<file path="config.mk">
export PLATFORM = sky130hd
export DESIGN_NAME = idewin_bridge
export DESIGN_NICKNAME = d
export VERILOG_FILES = /design/src/rtl/idewin_pkg.sv /design/src/rtl/idewin_decode.sv /design/src/rtl/idewin_lanes.sv /design/src/rtl/idewin_resp.sv /design/src/rtl/idewin_bridge.sv
export SDC_FILE = /design/constraint.sdc
export NUM_CORES = 1
export LEC_CHECK = 0
export CORE_UTILIZATION = 50
export DETAILED_ROUTE_END_ITERATION = 10
export DONT_BUFFER_PORTS = 1
export GPL_TIMING_DRIVEN = 0
export PLACE_DENSITY = 0.76
export REMOVE_ABC_BUFFERS = 1
export SLEW_MARGIN = 20
export SYNTH_ARGS = -nofsm -noshare
export SYNTH_HDL_FRONTEND = slang
export SYNTH_HIERARCHICAL = 1
export SYNTH_SLANG_ARGS = --single-unit
export TNS_END_PERCENT = 30
</file>
<file path="constraint.sdc">
create_clock -name clk -period 3.25 [get_ports clk]
set_input_delay 0.4875 -clock clk [delete_from_list [all_inputs] [get_ports clk]]
set_output_delay 0.4875 -clock clk [all_outputs]
set_load 0.1 [all_outputs]
</file>
<file path="src/rtl/idewin_pkg.sv">
package idewin_pkg;

  typedef enum logic [1:0] {
    SZ_BYTE = 2'd0,
    SZ_HALF = 2'd1,
    SZ_WORD = 2'd2,
    SZ_RSVD = 2'd3
  } acc_size_e;

  typedef enum logic [1:0] {
    TGT_TASKFILE = 2'd0,
    TGT_CONTROL  = 2'd1,
    TGT_DATA     = 2'd2,
    TGT_NONE     = 2'd3
  } tgt_e;

  typedef struct packed {
    tgt_e       tgt;
    logic [2:0] reg_no;
  } route_t;

endpackage

</file>
<file path="src/rtl/idewin_decode.sv">
module idewin_decode
  import idewin_pkg::*;
#(
  parameter int ADDR_W      = 32,
  parameter int WIN_BITS    = 12,
  parameter int STRIDE_BITS = 4,
  parameter int TF_FIRST    = 1,
  parameter int TF_LAST     = 7,
  parameter int CTRL_IDX_A  = 8,
  parameter int CTRL_IDX_B  = 22,
  parameter int DATA_IDX    = 0
) (
  input  logic [ADDR_W-1:0] addr,
  input  logic [1:0]        size,
  output route_t            route
);
  localparam int IDX_W = WIN_BITS - STRIDE_BITS;

  logic [IDX_W-1:0] idx;
  logic             is_tf;
  logic             is_ctrl;
  logic             is_data;

  always_comb begin
    idx     = addr[WIN_BITS-1:STRIDE_BITS];
    is_tf   = (idx >= IDX_W'(TF_FIRST)) && (idx <= IDX_W'(TF_LAST));
    is_ctrl = (idx == IDX_W'(CTRL_IDX_A)) || (idx == IDX_W'(CTRL_IDX_B));
    is_data = (idx == IDX_W'(DATA_IDX));
    route.tgt    = TGT_NONE;
    route.reg_no = '0;
    unique case (acc_size_e'(size))
      SZ_BYTE: begin
        if (is_tf) begin
          route.tgt    = TGT_TASKFILE;
          route.reg_no = idx[2:0];
        end else if (is_ctrl) begin
          route.tgt = TGT_CONTROL;
        end
      end
      SZ_HALF, SZ_WORD: begin
        if (is_data) route.tgt = TGT_DATA;
      end
      default: route.tgt = TGT_NONE;
    endcase
  end

endmodule

</file>
<file path="src/rtl/idewin_lanes.sv">
module idewin_lanes
  import idewin_pkg::*;
#(
  parameter int DATA_W = 32
) (
  input  logic [1:0]        size,
  input  tgt_e              tgt,
  input  logic              is_write,
  input  logic [DATA_W-1:0] host_wdata,
  input  logic [DATA_W-1:0] dev_rdata,
  output logic [DATA_W-1:0] dev_wdata,
  output logic [DATA_W-1:0] host_rdata
);
  localparam int NB   = DATA_W / 8;
  localparam int HALF = 2;

  logic [DATA_W-1:0] wr_half_sw, wr_word_sw;
  logic [DATA_W-1:0] rd_half_sw, rd_word_sw;

  genvar lane;
  generate
    for (lane = 0; lane < NB; lane++) begin : g_word
      assign wr_word_sw[lane*8 +: 8] = host_wdata[(NB-1-lane)*8 +: 8];
      assign rd_word_sw[lane*8 +: 8] = dev_rdata[(NB-1-lane)*8 +: 8];
    end
    for (lane = 0; lane < NB; lane++) begin : g_half
      if (lane < HALF) begin : g_lo
        assign wr_half_sw[lane*8 +: 8] = host_wdata[(HALF-1-lane)*8 +: 8];
        assign rd_half_sw[lane*8 +: 8] = dev_rdata[(HALF-1-lane)*8 +: 8];
      end else begin : g_hi
        assign wr_half_sw[lane*8 +: 8] = 8'h00;
        assign rd_half_sw[lane*8 +: 8] = 8'h00;
      end
    end
  endgenerate

  always_comb begin
    unique case (acc_size_e'(size))
      SZ_HALF: dev_wdata = wr_half_sw;
      SZ_WORD: dev_wdata = wr_word_sw;
      default: dev_wdata = {{(DATA_W-8){1'b0}}, host_wdata[7:0]};
    endcase

    if (is_write) begin
      host_rdata = '0;
    end else if (tgt == TGT_NONE) begin
      unique case (acc_size_e'(size))
        SZ_BYTE: host_rdata = {{(DATA_W-8){1'b0}}, 8'hFF};
        SZ_HALF: host_rdata = {{(DATA_W-16){1'b0}}, 16'hFFFF};
        default: host_rdata = '1;
      endcase
    end else if (tgt == TGT_DATA) begin
      host_rdata = (acc_size_e'(size) == SZ_HALF) ? rd_half_sw : rd_word_sw;
    end else begin
      host_rdata = {{(DATA_W-8){1'b0}}, dev_rdata[7:0]};
    end
  end

endmodule

</file>
<file path="src/rtl/idewin_resp.sv">
module idewin_resp #(
  parameter int DATA_W = 32
) (
  input  logic              clk,
  input  logic              rst_n,
  input  logic              accept,
  input  logic [DATA_W-1:0] rdata_next,
  output logic              rsp_valid,
  output logic [DATA_W-1:0] rsp_rdata
);
  always_ff @(posedge clk) begin
    if (!rst_n) begin
      rsp_valid <= 1'b0;
      rsp_rdata <= '0;
    end else begin
      rsp_valid <= accept;
      if (accept) rsp_rdata <= rdata_next;
    end
  end

  AST_ACK_AFTER_ACCEPT: assert property (@(posedge clk) disable iff (!rst_n)
    accept |=> rsp_valid);
  AST_NO_SPURIOUS_ACK: assert property (@(posedge clk) disable iff (!rst_n)
    !accept |=> !rsp_valid);
  AST_RDATA_HOLD: assert property (@(posedge clk) disable iff (!rst_n)
    !accept |=> $stable(rsp_rdata));

endmodule

</file>
<file path="src/rtl/idewin_bridge.sv">
module idewin_bridge
  import idewin_pkg::*;
#(
  parameter int ADDR_W      = 32,
  parameter int DATA_W      = 32,
  parameter int WIN_BITS    = 12,
  parameter int STRIDE_BITS = 4,
  parameter int CTRL_IDX_A  = 8,
  parameter int CTRL_IDX_B  = 22
) (
  input  logic              clk,
  input  logic              rst_n,
  input  logic              req_valid,
  output logic              req_ready,
  input  logic              req_write,
  input  logic [ADDR_W-1:0] req_addr,
  input  logic [1:0]        req_size,
  input  logic [DATA_W-1:0] req_wdata,
  output logic              rsp_valid,
  output logic [DATA_W-1:0] rsp_rdata,
  output logic              dn_rd,
  output logic              dn_wr,
  output logic [1:0]        dn_sel,
  output logic [2:0]        dn_idx,
  output logic [1:0]        dn_size,
  output logic [DATA_W-1:0] dn_wdata,
  input  logic [DATA_W-1:0] dn_rdata
);
  route_t            route;
  logic              accept;
  logic              mapped;
  logic [DATA_W-1:0] rdata_next;

  idewin_decode #(
    .ADDR_W(ADDR_W), .WIN_BITS(WIN_BITS), .STRIDE_BITS(STRIDE_BITS),
    .TF_FIRST(1), .TF_LAST(7),
    .CTRL_IDX_A(CTRL_IDX_A), .CTRL_IDX_B(CTRL_IDX_B), .DATA_IDX(0)
  ) u_decode (
    .addr (req_addr),
    .size (req_size),
    .route(route)
  );

  idewin_lanes #(.DATA_W(DATA_W)) u_lanes (
    .size      (req_size),
    .tgt       (route.tgt),
    .is_write  (req_write),
    .host_wdata(req_wdata),
    .dev_rdata (dn_rdata),
    .dev_wdata (dn_wdata),
    .host_rdata(rdata_next)
  );

  idewin_resp #(.DATA_W(DATA_W)) u_resp (
    .clk       (clk),
    .rst_n     (rst_n),
    .accept    (accept),
    .rdata_next(rdata_next),
    .rsp_valid (rsp_valid),
    .rsp_rdata (rsp_rdata)
  );

  always_comb begin
    req_ready = !rsp_valid;
    accept    = req_valid && req_ready;
    mapped    = (route.tgt != TGT_NONE);
    dn_rd     = accept && mapped && !req_write;
    dn_wr     = accept && mapped && req_write;
    dn_sel    = route.tgt;
    dn_idx    = route.reg_no;
    dn_size   = req_size;
  end

  AST_ONE_STROBE: assert property (@(posedge clk) disable iff (!rst_n)
    $onehot0({dn_rd, dn_wr}));
  AST_STROBE_NEEDS_ACCEPT: assert property (@(posedge clk) disable iff (!rst_n)
    (dn_rd || dn_wr) |-> (req_valid && !rsp_valid));
  AST_DATA_NEVER_BYTE: assert property (@(posedge clk) disable iff (!rst_n)
    ((dn_rd || dn_wr) && dn_sel == 2'd2) |-> (dn_size == 2'd1 || dn_size == 2'd2));
  AST_WORD_FILL: assert property (@(posedge clk) disable iff (!rst_n)
    (accept && !req_write && !dn_rd && req_size == 2'd2) |=> (rsp_rdata == '1));
  AST_BYTE_FILL: assert property (@(posedge clk) disable iff (!rst_n)
    (accept && !req_write && !dn_rd && req_size == 2'd0) |=> (rsp_rdata == 32'h0000_00FF));

endmodule

</file>
Word level (Yosys, flattened, before mapping). Index checks and enable logic that the tools add are counted.

Register bits: 33. Bits of input ports: 102. Output and inout bits: 75. Logic and storage cells: 34.

$lt $le $gt $ge: 2. Eq/ne operators: 7. Mux-type cells: 12. Reductions and logical operators: 11.

Operator list (count): $mux 32 (4); $pmux 32 s2 (2); $eq 8x4->1 const B (1); $eq 8x5->1 const B (1); $ge 8x1->1 const B (1); $le 8x3->1 const B (1); $logic_not 8->1 (1); $eq 2x2->1 const B (3); $mux 3 (2); $logic_and 1x1->1 (5); $mux 2 (2); $pmux 2 s2 (1); $eq 2x1->1 const B (1); $logic_not 1->1 (2); $logic_not 2->1 (1); $ne 2x2->1 const B (1); $reduce_or 2->1 (1); $logic_or 1x1->1 (1); $mux 1 (1).

Logic depth before layout (Yosys ltp).
Word-level depth: 9. Depth in mapped cells: 10. Mapped depth without buffers: 9.

Cells and area by module. Netlist, hierarchy kept.

Modules (own cells, without submodules): idewin_resp (instances 1, cells an instance 105, area an instance 1270.0 um^2, seq. area each 660.6 um^2); idewin_lanes (instances 1, cells an instance 158, area an instance 1072.3 um^2, seq. area each 0.0 um^2); idewin_decode (instances 1, cells an instance 24, area an instance 170.2 um^2, seq. area each 0.0 um^2); idewin_bridge (instances 1, cells an instance 7, area an instance 51.3 um^2, seq. area each 0.0 um^2).

Worst setup path before layout. No wires, ideal clock.

Path kind: input to register. Start: in req_addr[6]. End: reg u_resp.rsp_rdata[22]. Setup time: 0.067 ns. Arrival time: 5.075 ns. Data required time: 3.183 ns. Slack: -1.892 ns. Cell stages on the path: 7. Buffers on the path: 1. Path through: or3_4 > a311oi_1 > inv_1 > buf_1 > a211oi_1 > mux2i_1 > nor2b_1.

Elaborated cells on any way between the ends: 16. Classes of those cells: order compare: 2; eq/ne: 4; mux: 7; reduce/logical: 3.

RTL lines: start: declaration (RTL line idewin_bridge.sv:16) `input logic [ADDR_W-1:0] req_addr,`; $ge 8x1->1 / $le 8x3->1 (equally long branches) (RTL line idewin_decode.sv:26) `is_tf = (idx >= IDX_W'(TF_FIRST)) && (idx <= IDX_W'(TF_LAST));`; $logic_and 1x1->1 (RTL line idewin_decode.sv:26); $mux 2 (RTL line idewin_decode.sv:33) `if (is_tf) begin`; $pmux 2 s2 * (RTL line idewin_decode.sv:31) `unique case (acc_size_e'(size))`; via dn_sel[0] (RTL line idewin_bridge.sv:23) `output logic [1:0] dn_sel,`; $eq 2x2->1 (RTL line idewin_lanes.sv:52) `end else if (tgt == TGT_DATA) begin`; $mux 32 (RTL line idewin_lanes.sv:52); $mux 32 * (RTL line idewin_lanes.sv:46) `end else if (tgt == TGT_NONE) begin`; $mux 32 * (RTL line idewin_lanes.sv:44) `if (is_write) begin`; via rdata_next[22] (RTL line idewin_bridge.sv:32) `logic [DATA_W-1:0] rdata_next;`; end signal: assignment (RTL line idewin_resp.sv:17) `if (accept) rsp_rdata <= rdata_next;`; end: declaration (RTL line idewin_resp.sv:9) `output logic [DATA_W-1:0] rsp_rdata`.

Mark *: on every way through the listed nets, which the timed path passes. The rest lies on a longest branch. A chain may end at the register's enable or synchronous reset.

Worst setup path after layout.
Start: in req_size[1]. End: out dn_wdata[3].

Cells in the longest elaborated chain, start to end: 2. Elaborated cells on any way between the ends: 3. Classes of those cells: eq/ne: 2; mux: 1.

Ends and longest elaborated chain: start: declaration (RTL line idewin_bridge.sv:17) `input logic [1:0] req_size,`; $eq 2x2->1 / $eq 2x1->1 (equally long branches) (RTL line idewin_lanes.sv:38) `unique case (acc_size_e'(size))`; $pmux 32 s2 * (RTL line idewin_lanes.sv:38); end: declaration (RTL line idewin_bridge.sv:26) `output logic [DATA_W-1:0] dn_wdata,`.

Mark *: on every way between the ends. The rest lies on a longest branch, timed or not.

==> results.py <==
metrics = {
    "synthesis": {
        "ys_seq_area_frac": 0.258,
        "synthesis.area_um2": 2560,
        "synthArstFlopShare": 0,
        "synth_adder_area_share": 0.0293,
        "synth_common_cells": "mux2i_1 (48), nor2b_1 (41), dfxtp_1 (33)",
        "synth.mux.area_fraction": 0.187,
        "yosysMostFrequentCell": "mux2i_1",
        "synthXorXnorAreaFrac": 0,
        "synth_top_area_frac": 0.258,
        "synth_top_family_by_area": "simple AND/OR/NAND/NOR gates",
        "ys_top_cells_by_area": "dfxtp_1 (26%), mux2i_1 (19%), nor2b_1 (10%)",
        "ys_seq_elements": 33,
        "syn_area_per_cell_um2": 8.72,
        "synth_edf_count": 0,
        "synth_area_leader_cell": "dfxtp_1",
        "synth_warnings": 6,
        "synth.distinct_cells": 34,
        "synth_compound_area_frac": 0.169,
        "yosys.area_share.simple": 0.267,
        "ys.flop_type": "dfxtp_1",
        "syn_inst": 294,
    },
    "grt": {
        "grt_max_degree": 34,
        "grt_pass1_vias": 1842,
        "track_usage": 0.231,
        "grt_pass1_wl_mm": 9.57,
        "grt_overflow_total": 0,
        "antenna_found_initial": 0,
    },
    "pwr": {
        "combinationalPowerShare": 0.341,
        "seq_power_share": 0.397,
        "leakagePower_uw": 0.00106,
        "swShare": 0.471,
        "ir_drop_mv": 0.218,
        "internal_power_uw": 817,
        "p_per_area_nw_per_um2": 555,
        "switching_power_uw": 727,
        "clkPwrFrac": 0.261,
    },
    "setup_path": {
        "reg2reg_depth": 5,
        "cp_max_fo": 32,
        "timing.rr.end": "u_resp/rsp_rdata[6]",
        "start_kind": "primary input",
        "worstPathRequired_ns": 2.76,
        "arrival_ns": 2.63,
        "end_kind": "primary output",
        "critPathLaunch": "req_size[1]",
        "r2r_slack_ns": 1.19,
        "critical_path_class": "primary input to primary output",
        "cp-endpoint": "dn_wdata[3]",
        "timing.rr.start": "u_resp/rsp_valid",
    },
    "timing": {
        "skew_ns": 0.00479,
        "hold_viol": 0,
        "slew_headroom": 0.209,
        "setup_ws_ns": 0.134,
        "slew_viol_final": 0,
        "timing.final.crit_share": 0.959,
        "final-setup-viol-count": 0,
        "timing.setup.tns_ns": 0,
        "fmax_mhz": 321,
        "tightest_slew_ns": 1.19,
        "fin_hold_ws_ns": 0.327,
        "min_period_ns": 3.12,
        "rsz0062_at_grt": "no",
    },
    "finish": {
        "multi_input_area_um2": 1780,
        "diodes": 0,
        "nets": 388,
        "fill_cells": 441,
        "seqCellArea_um2": 661,
        "layout-drive-gt1-share": 0.139,
        "syn2layout_area_growth_pct": 8.54,
    },
    "cts": {
        "cts_buffer_depth": 2,
        "ctsHtreeMaxLevel": 2,
        "numCtsBuffers": 5,
        "clock-sinks": 33,
        "cts_tree": "built",
        "clk_pin_slew_ns": 0.07,
        "root_buffer": "clkbuf_8",
        "insertion_delay_ns": 0.28,
        "hold_buffers": 0,
    },
    "hold_path": {
        "hold_class": "primary input to flip-flop",
        "min_from": "rst_n",
    },
    "route": {
        "drt_iter0_drc": 81,
        "drtPass1Iterations": 4,
        "vias": 2064,
        "routed_wl_mm": 6.68,
        "drc": 0,
        "vias_per_cell": 5.93,
        "final_antenna_net_count": 0,
        "wl_per_cell_um": 19.2,
    },
    "die": {
        "placementRows": 25,
        "die_w_um": 73.6,
        "pin_count": 177,
        "core-area_um2": 4820,
        "dieHeight_um": 73.6,
        "initial_core_util": 0.532,
        "dieArea_um2": 5420,
    },
    "place": {
        "gp_congestion": 0.811,
        "dp_hpwl_mm": 4.89,
        "numPortBuffers": 0,
        "dp_slack_ns": 0.130,
    },
    "run_status": {
        "status": "finished clean",
    },
    "run": {
        "max_cap_violations": 0,
    },
}
-- kinds of logic after synthesis --
| family | after synthesis |
|---|---|
| buffers and inverters | 34 |
| adder cells (fa/ha/maj) | 6 |
| AO/OA/AOI/OAI | 61 |
| multiplexers | 48 |
| AND/OR/NAND/NOR | 112 |
| flip-flops | 33 |
-- power by group through the flow --
| stage | logic [uW] | registers [uW] | clock network [uW] |
|---|---|---|---|
| 3_5_place_dp | 520 | 623 | 0 |
| 2_1_floorplan | 433 | 618 | 0 |
| 5_1_grt | 551 | 616 | 431 |
| 6_report | 527 | 614 | 404 |
| 4_1_cts | 520 | 614 | 413 |
| 3_3_place_gp | 471 | 622 | 0 |
-- final cells by class --
cell class	instances	share of cell area
Clock buffer	7	0.0310
Clock inverter	1	0.0108
Inverter	7	0.00944
Multi-Input combinational cell	227	0.639
Sequential cell	33	0.237
Tap cell	67	0.0301
Timing Repair Buffer	6	0.0418
-- through the flow --
step | power (uW) | instances | cell area (um2) | utilization
after floorplan | 1050 | 267 | 2360 | -
after global placement | 1090 | 334 | 2440 | 0.508
after detailed placement | 1140 | 340 | 2640 | 0.549
after CTS | 1550 | 348 | 2760 | 0.573
after global routing | 1600 | 348 | 2780 | 0.578
final | 1540 | 348 | 2780 | 0.578
-- worst min-delay path by stage --
stage,slack (ns),cells past startpoint,endpoint
3_5_place_dp,0.62,1,u_resp/rsp_valid
5_1_grt,0.32,1,u_resp/rsp_rdata[26]
2_1_floorplan,0.61,1,u_resp/rsp_valid
3_3_place_gp,0.62,1,u_resp/rsp_rdata[3]
6_report,0.33,1,u_resp/rsp_rdata[28]
4_1_cts,0.32,1,u_resp/rsp_valid
-- cell usage in the layout, fill, tap and decap left out, types with 2 or more instances in the layout --
master,instances
a211oi_1,24
a21oi_2,3
a21oi_4,5
a22oi_1,16
and2_1,17
and3_1,4
buf_16,3
clkbuf_8,6
dfxtp_1,33
ha_1,6
inv_1,7
mux2i_1,48
nand2_1,2
nand2b_1,19
nor2_1,19
nor2b_1,33
nor2b_2,8
o21ai_1,8
or3_4,2
-- what timing repair did --
action / in CTS / in global routing
endpoints found under the setup margin: 0 / 1
resized for setup: 0 / 1
setup buffers: 0 / 0
-- layer usage --
metal  global-route usage  up-vias  part of all wire
li1                     -      996                 -
met1                0.265      957              0.38
met2                0.411      102              0.52
met3               0.0672        9             0.087
met4               0.0705        0             0.011
met5                    0        -                 0
-- worst max-delay path: stages --
cell and delay [ns]:
inv_1 0.07, ha_1 0.86, a22oi_1 0.25, a21oi_2 0.95
-- flip-flops by register name, indices dropped and copies added, names as in the netlist --
| name | cells |
|---|---|
| u_resp/rsp_rdata | 32 |
| u_resp/rsp_valid | 1 |
No activity file was read; power rests on OpenSTA's default activity.
